**src/rtl/qirq_pkg.sv**
```systemverilog
// Package: shared register-kind type and address decode for the queue
// interrupt controller. Assumes select words come first in the map,
// followed by lower/upper enable and lower/upper status.
package qirq_pkg;

    typedef enum logic [2:0] {
        RK_SEL,
        RK_EN_LO,
        RK_EN_HI,
        RK_ST_LO,
        RK_ST_HI,
        RK_NONE
    } reg_kind_e;

    // Map an address onto the register it selects.
    function automatic reg_kind_e kind_of(input int unsigned addr, input int unsigned nsel);
        if (addr < nsel)          return RK_SEL;
        else if (addr == nsel)     return RK_EN_LO;
        else if (addr == nsel + 1) return RK_EN_HI;
        else if (addr == nsel + 2) return RK_ST_LO;
        else if (addr == nsel + 3) return RK_ST_HI;
        else                       return RK_NONE;
    endfunction

endpackage

```
**src/rtl/qirq_srcsel.sv**
```systemverilog
// Module: per-queue source select storage and condition derivation for the
// lower half. Each queue holds 3 select bits in a 4-bit slot of a word;
// bits 1:0 pick a status flag, bit 2 inverts it. Assumes DW is a multiple
// of 4 and HALF_Q a multiple of DW/4.
module qirq_srcsel #(
    parameter  int HALF_Q  = 32,
    parameter  int DW      = 32,
    localparam int QPW     = DW / 4,
    localparam int SWORDS  = HALF_Q / QPW,
    localparam int SIDX_W  = (SWORDS > 1) ? $clog2(SWORDS) : 1
) (
    input  logic                   clk,
    input  logic                   rst_n,
    input  logic                   wr_en,
    input  logic [SIDX_W-1:0]      wr_idx,
    input  logic [DW-1:0]          wdata,
    input  logic [4*HALF_Q-1:0]    lo_flags,
    output logic [SWORDS*DW-1:0]   sel_flat,
    output logic [HALF_Q-1:0]      cond
);

    logic [2:0] sel_q [HALF_Q];

    for (genvar g = 0; g < HALF_Q; g++) begin : g_q
        localparam int W = g / QPW;
        localparam int P = g % QPW;
        logic [3:0] nib;

        // Capture this queue's field when its word is written.
        always_ff @(posedge clk) begin
            if (!rst_n)
                sel_q[g] <= 3'd0;
            else if (wr_en && wr_idx == SIDX_W'(W))
                sel_q[g] <= wdata[4*P +: 3];
        end

        assign nib            = lo_flags[4*g +: 4];
        assign cond[g]        = nib[sel_q[g][1:0]] ^ sel_q[g][2];
        assign sel_flat[4*g +: 4] = {1'b0, sel_q[g]};
    end

endmodule

```
**src/rtl/qirq_latch.sv**
```systemverilog
// Module: one half's enable register, rising-edge request latch with
// write-one-to-clear, and level interrupt. Assumes cond is synchronous to clk.
module qirq_latch #(
    parameter int HALF_Q = 32
) (
    input  logic              clk,
    input  logic              rst_n,
    input  logic [HALF_Q-1:0] cond,
    input  logic              en_we,
    input  logic              st_we,
    input  logic [HALF_Q-1:0] wdata,
    output logic [HALF_Q-1:0] en_o,
    output logic [HALF_Q-1:0] st_o,
    output logic              irq_o
);

    logic [HALF_Q-1:0] cond_q, en_q, st_q, set, clr;

    // Combine edge detection, enable gating and software clear.
    always_comb begin
        set = cond & ~cond_q & en_q;
        clr = st_we ? wdata : '0;
    end

    // Remember the previous condition for edge detection.
    always_ff @(posedge clk) begin
        if (!rst_n) cond_q <= '0;
        else        cond_q <= cond;
    end

    // Hold the enable register.
    always_ff @(posedge clk) begin
        if (!rst_n)     en_q <= '0;
        else if (en_we) en_q <= wdata;
    end

    // Latch requests; a set in the same cycle overrides a clear.
    always_ff @(posedge clk) begin
        if (!rst_n) st_q <= '0;
        else        st_q <= (st_q & ~clr) | set;
    end

    assign en_o  = en_q;
    assign st_o  = st_q;
    assign irq_o = |(st_q & en_q);

    AST_EDGE_ONLY: assert property (@(posedge clk) disable iff (!rst_n)
        (|(st_q & ~$past(st_q) & $past(cond_q))) == 1'b0);
    AST_SET_NEEDS_EN: assert property (@(posedge clk) disable iff (!rst_n)
        (|(st_q & ~$past(st_q) & ~$past(en_q))) == 1'b0);
    AST_CLR_BY_WRITE: assert property (@(posedge clk) disable iff (!rst_n)
        (|(~st_q & $past(st_q) & ~$past(clr))) == 1'b0);
    AST_SET_WINS: assert property (@(posedge clk) disable iff (!rst_n)
        (|($past(set & clr) & ~st_q)) == 1'b0);
    AST_IRQ_CAUSE: assert property (@(posedge clk) disable iff (!rst_n)
        irq_o |-> (st_q != '0));

endmodule

```
**src/rtl/qirq_ctrl.sv**
```systemverilog
// Module: top of the queue condition interrupt controller. Decodes the
// register map, routes lower-half conditions through the source selects,
// gives upper-half queues the fixed not-nearly-empty source, and drives one
// interrupt per half. Assumes registers are HALF_Q bits wide.
module qirq_ctrl
    import qirq_pkg::*;
#(
    parameter  int HALF_Q = 32,
    localparam int DW     = HALF_Q,
    localparam int QPW    = DW / 4,
    localparam int SWORDS = HALF_Q / QPW,
    localparam int SIDX_W = (SWORDS > 1) ? $clog2(SWORDS) : 1,
    localparam int ADDR_W = $clog2(SWORDS + 4)
) (
    input  logic                clk,
    input  logic                rst_n,
    input  logic                reg_we,
    input  logic [ADDR_W-1:0]   reg_addr,
    input  logic [DW-1:0]       reg_wdata,
    output logic [DW-1:0]       reg_rdata,
    input  logic [4*HALF_Q-1:0] lo_flags,
    input  logic [HALF_Q-1:0]   hi_low_lvl,
    output logic                irq_lo,
    output logic                irq_hi
);

    reg_kind_e           kind;
    logic [SWORDS*DW-1:0] sel_flat;
    logic [HALF_Q-1:0]   cond_lo;
    logic [HALF_Q-1:0]   cond_h [2];
    logic [HALF_Q-1:0]   en_h   [2];
    logic [HALF_Q-1:0]   st_h   [2];
    logic [1:0]          irq_v;
    logic [SIDX_W-1:0]   sel_idx;

    assign kind    = kind_of(32'(reg_addr), SWORDS);
    assign sel_idx = reg_addr[SIDX_W-1:0];

    qirq_srcsel #(.HALF_Q(HALF_Q), .DW(DW)) u_sel (
        .clk      (clk),
        .rst_n    (rst_n),
        .wr_en    (reg_we && kind == RK_SEL),
        .wr_idx   (sel_idx),
        .wdata    (reg_wdata),
        .lo_flags (lo_flags),
        .sel_flat (sel_flat),
        .cond     (cond_lo)
    );

    for (genvar h = 0; h < 2; h++) begin : g_half
        if (h == 0) begin : g_lo
            assign cond_h[h] = cond_lo;
        end else begin : g_hi
            assign cond_h[h] = ~hi_low_lvl;
        end

        qirq_latch #(.HALF_Q(HALF_Q)) u_latch (
            .clk   (clk),
            .rst_n (rst_n),
            .cond  (cond_h[h]),
            .en_we (reg_we && kind == ((h == 0) ? RK_EN_LO : RK_EN_HI)),
            .st_we (reg_we && kind == ((h == 0) ? RK_ST_LO : RK_ST_HI)),
            .wdata (reg_wdata),
            .en_o  (en_h[h]),
            .st_o  (st_h[h]),
            .irq_o (irq_v[h])
        );
    end

    // Select the addressed register onto the read port.
    always_comb begin
        case (kind)
            RK_SEL:   reg_rdata = sel_flat[int'(sel_idx)*DW +: DW];
            RK_EN_LO: reg_rdata = en_h[0];
            RK_EN_HI: reg_rdata = en_h[1];
            RK_ST_LO: reg_rdata = st_h[0];
            RK_ST_HI: reg_rdata = st_h[1];
            default:  reg_rdata = '0;
        endcase
    end

    assign irq_lo = irq_v[0];
    assign irq_hi = irq_v[1];

endmodule

```
**config.mk**
```make
export PLATFORM = sky130hd
export DESIGN_NAME = qirq_ctrl
export DESIGN_NICKNAME = d
export VERILOG_FILES = /design/src/rtl/qirq_pkg.sv /design/src/rtl/qirq_srcsel.sv /design/src/rtl/qirq_latch.sv /design/src/rtl/qirq_ctrl.sv
export SDC_FILE = /design/constraint.sdc
export NUM_CORES = 1
export LEC_CHECK = 0
export CAP_MARGIN = 5
export CORE_MARGIN = 2
export CORE_UTILIZATION = 60
export CTS_BUF_LIST = sky130_fd_sc_hd__clkbuf_4 sky130_fd_sc_hd__clkbuf_8
export CTS_CLUSTER_DIAMETER = 80
export DETAILED_ROUTE_END_ITERATION = 16
export DONT_BUFFER_PORTS = 1
export PLACE_DENSITY = 0.81
export SYNTH_ARGS = -nofsm -noshare
export SYNTH_HDL_FRONTEND = slang
export SYNTH_HIERARCHICAL = 1
export SYNTH_SLANG_ARGS = --single-unit
```
**constraint.sdc**
```tcl
create_clock -name clk -period 6.25 [get_ports clk]
set_clock_uncertainty 0.2 [all_clocks]
set_input_delay 1.25 -clock clk [delete_from_list [all_inputs] [get_ports clk]]
set_output_delay 1.25 -clock clk [all_outputs]
set_load 0.02 [all_outputs]
```
==> impl_metrics.toml <==
[global_route]
grt_usage = 0.3096
grt_pass1_wl_um = 58950
grt_max_degree = 201
grt_pass1_vias = 9579
antenna_found_initial = 0
overflow = 0

[critical_path]
worstSetupPathType = "register to primary output"
endpoint_kind = "primary output"
cp_data_required_time_ns = 4.80
crit_path_start = "g_half[1].u_latch/en_o[17]$_SDFFE_PN0P_"
critical_path_arrival_ns = 2.21
r2r-start = "u_sel/sel_q[1][0]$_SDFFCE_PN0P_"
reg2reg_slack_ns = 4.30
rr_endpoint = "g_half[0].u_latch/st_o[4]$_SDFF_PN0_"
ff2ff_path_depth = 4
worst-path-max-fanout = 4
crit_path_start_kind = "register"

[worst_hold_path]
holdCritStartpoint = "g_half[1].u_latch/cond_q[3]$_SDFF_PN0_"
min_path_cells = 3
hold_end = "g_half[1].u_latch/st_o[3]$_SDFF_PN0_"
hp-class = "register to register"

[yosys]
synth_edf_count = 96
yosys.area.top_type = "dfxtp_1"
yosys_warnings = 6
synth-main-ff-cell = "dfxtp_1"
synth_cell_types = 34
syn_inst = 1180
syn_area_um2 = 14420
yosysTopAreaCellShare = 0.2665
syn_avg_cell_area_um2 = 12.22
yosys-top-cells-count = "dfxtp_1 (192), and2_1 (156), nor2b_1 (129), inv_1 (97), edfxtp_1 (96)"
synth-seq-area-share = 0.4664
yosys-top-cells-area = "dfxtp_1 (27%), edfxtp_1 (20%), mux4_2 (12%)"
synthArstFlopShare = 0
ys_seq_elements = 288
post-synth-top-count-cell = "dfxtp_1"

[placement]
gp_congestion = 0.8735
dp_cells = 1442
post-dp-hpwl_um = 27100
placed_cell_area_um2 = 14400
portBuffers = 0

[clocking]
ctsLongestPathBuffers = 3
cts_resized = 0
ctsHoldBuffers = 0
ctsHtreeMaxLevel = 2
cts-root-buf = "clkbuf_8"
clkSlewWorstSetupHoldPaths_ns = 0.06
cts_tree = "built"
post_cts_buffers = 0
numCtsBuffers = 48
cts_sinks = 288
clk_latency_ns = 0.55

[timing]
hold_violations = 0
worstMarginPinSlew_ns = 1.256
finalSetupTns_ns = 0
setup_violations = 0
fmax_ghz = 0.2730
whs_ns = 0.3289
report.final.slew_viol_count = 0
fin_crit_sh = 0.5860
period_minus_slack_ns = 3.663
rsz0062_at_grt = "false"
relSlewSlack = 0.1592

[pwr]
switching_power_uw = 981.2
power.share.clock = 0.411
powerDensity_nw_per_um2 = 271.0
combPwrFrac = 0.087
p_seq_frac = 0.502
p_leak_nw = 5.546
peakVddDrop_mv = 0.1784
p_int_mw = 3.194
switching_share = 0.2350

[floorplan]
ioPinCount = 232
core_area_um2 = 23540
rows = 56
fp.dieW_um = 159.0
start_util = 0.6126
die_y_um = 159.0
die-area_um2 = 25290

[routing]
first_iter_violations = 879
vias_per_cell = 6.199
ant_nets = 0
drcViolationCount = 0
post_drt_wl_per_cell_um = 25.68
vias = 9485
drt-pass1-iter-count = 5
wirelength_um = 39300

[layout]
final_nets = 1371
final_cells = 1530
fill_cells = 1775
layout-drive-gt1-share = 0.1850
n_antenna_cell = 0
area_delta_synth_final_pct = 6.837
fin_area_um2 = 15410

[outcome]
status = "finished, final reports clean"

[run]
maxCapViolCount = 0
cells in the final DEF (no fill, tap or decap), types with 5 or more instances in the layout:
cell and instances:
a22oi_1 26, a22oi_2 6, a32oi_1 64, and2_1 156, buf_4 6, clkbuf_4 23, clkbuf_8 58, clkinv_2 6
conb_1 32, dfxtp_1 192, edfxtp_1 96, inv_1 97, mux2_2 5, mux2_4 27, mux2i_1 64, mux4_1 19
mux4_2 77, nand2_1 68, nand4_1 8, nor2b_1 129, xor2_1 32
worst max path at each step:
stage | to | cells past startpoint
after floorplan | u_sel/sel_q[4][0]$_SDFFCE_PN0P_ | 5
after global placement | reg_rdata[26] | 2
after detailed placement | reg_rdata[2] | 2
after CTS | reg_rdata[26] | 2
after global routing | reg_rdata[29] | 2
final | irq_hi | 3
registers in the layout, indices dropped and copies added (netlist names):
| name | flops |
|---|---|
| g_half.u_latch/cond_q | 64 |
| g_half.u_latch/en_o | 64 |
| g_half.u_latch/st_o | 64 |
| u_sel/sel_q | 96 |
layer usage:
metal | up-vias | GRT usage | routed length (µm)
li1 | 4153 | - | -
met1 | 4676 | 0.4099 | 15250
met2 | 546 | 0.4933 | 18370
met3 | 110 | 0.07189 | 3913
met4 | 0 | 0.1331 | 1765
met5 | - | 0 | 0
power by group through the flow:
stage	clock [mW]	combinational, mW	sequential [mW]
2_1_floorplan	0	0.341	2.11
3_3_place_gp	0	0.354	2.13
3_5_place_dp	0	0.361	2.13
4_1_cts	1.74	0.363	2.09
5_1_grt	1.82	0.388	2.10
6_report	1.71	0.365	2.10
cell families (layout without fill, tap and decap cells):
| kind of cell | after synthesis | count (layout) | synth area share |
|---|---|---|---|
| muxes | 192 | 192 | 0.2313 |
| buffers and inverters | 191 | 191 | 0.06976 |
| xor gates and xnor gates | 32 | 32 | 0.01943 |
| AOI/OAI and AO/OA | 100 | 100 | 0.05900 |
| and+or+nand+nor | 376 | 376 | 0.1538 |
| other | 1 | 32 | 0.0002600 |
| DFF | 288 | 288 | 0.4664 |
critical path, stage by stage (launching register included):
cell,delay [ns]
dfxtp_1,0.38
a22oi_1,0.30
nand4_1,0.27
or4_1,0.72
stage by stage:
step           utilization  power, mW  setup WS (ns)
2_1_floorplan            -      2.446          1.856
3_3_place_gp        0.6118      2.484          2.655
3_5_place_dp        0.6118      2.495          2.639
4_1_cts             0.6544      4.193          2.632
5_1_grt             0.6544      4.315          2.597
6_report            0.6544      4.175          2.587
layout make-up:
class | count | area, µm² | share of cell area
Tap cell | 319 | 399.1 | 0.02591
Inverter | 97 | 364.1 | 0.02363
Clock inverter | 7 | 33.78 | 0.002193
Sequential cell | 288 | 6726 | 0.4366
Clock buffer | 81 | 970.9 | 0.06302
Multi-Input combinational cell | 732 | 6868 | 0.4458
Timing Repair Buffer | 6 | 45.04 | 0.002923
Note: power is estimated with default switching activity, not from simulation.
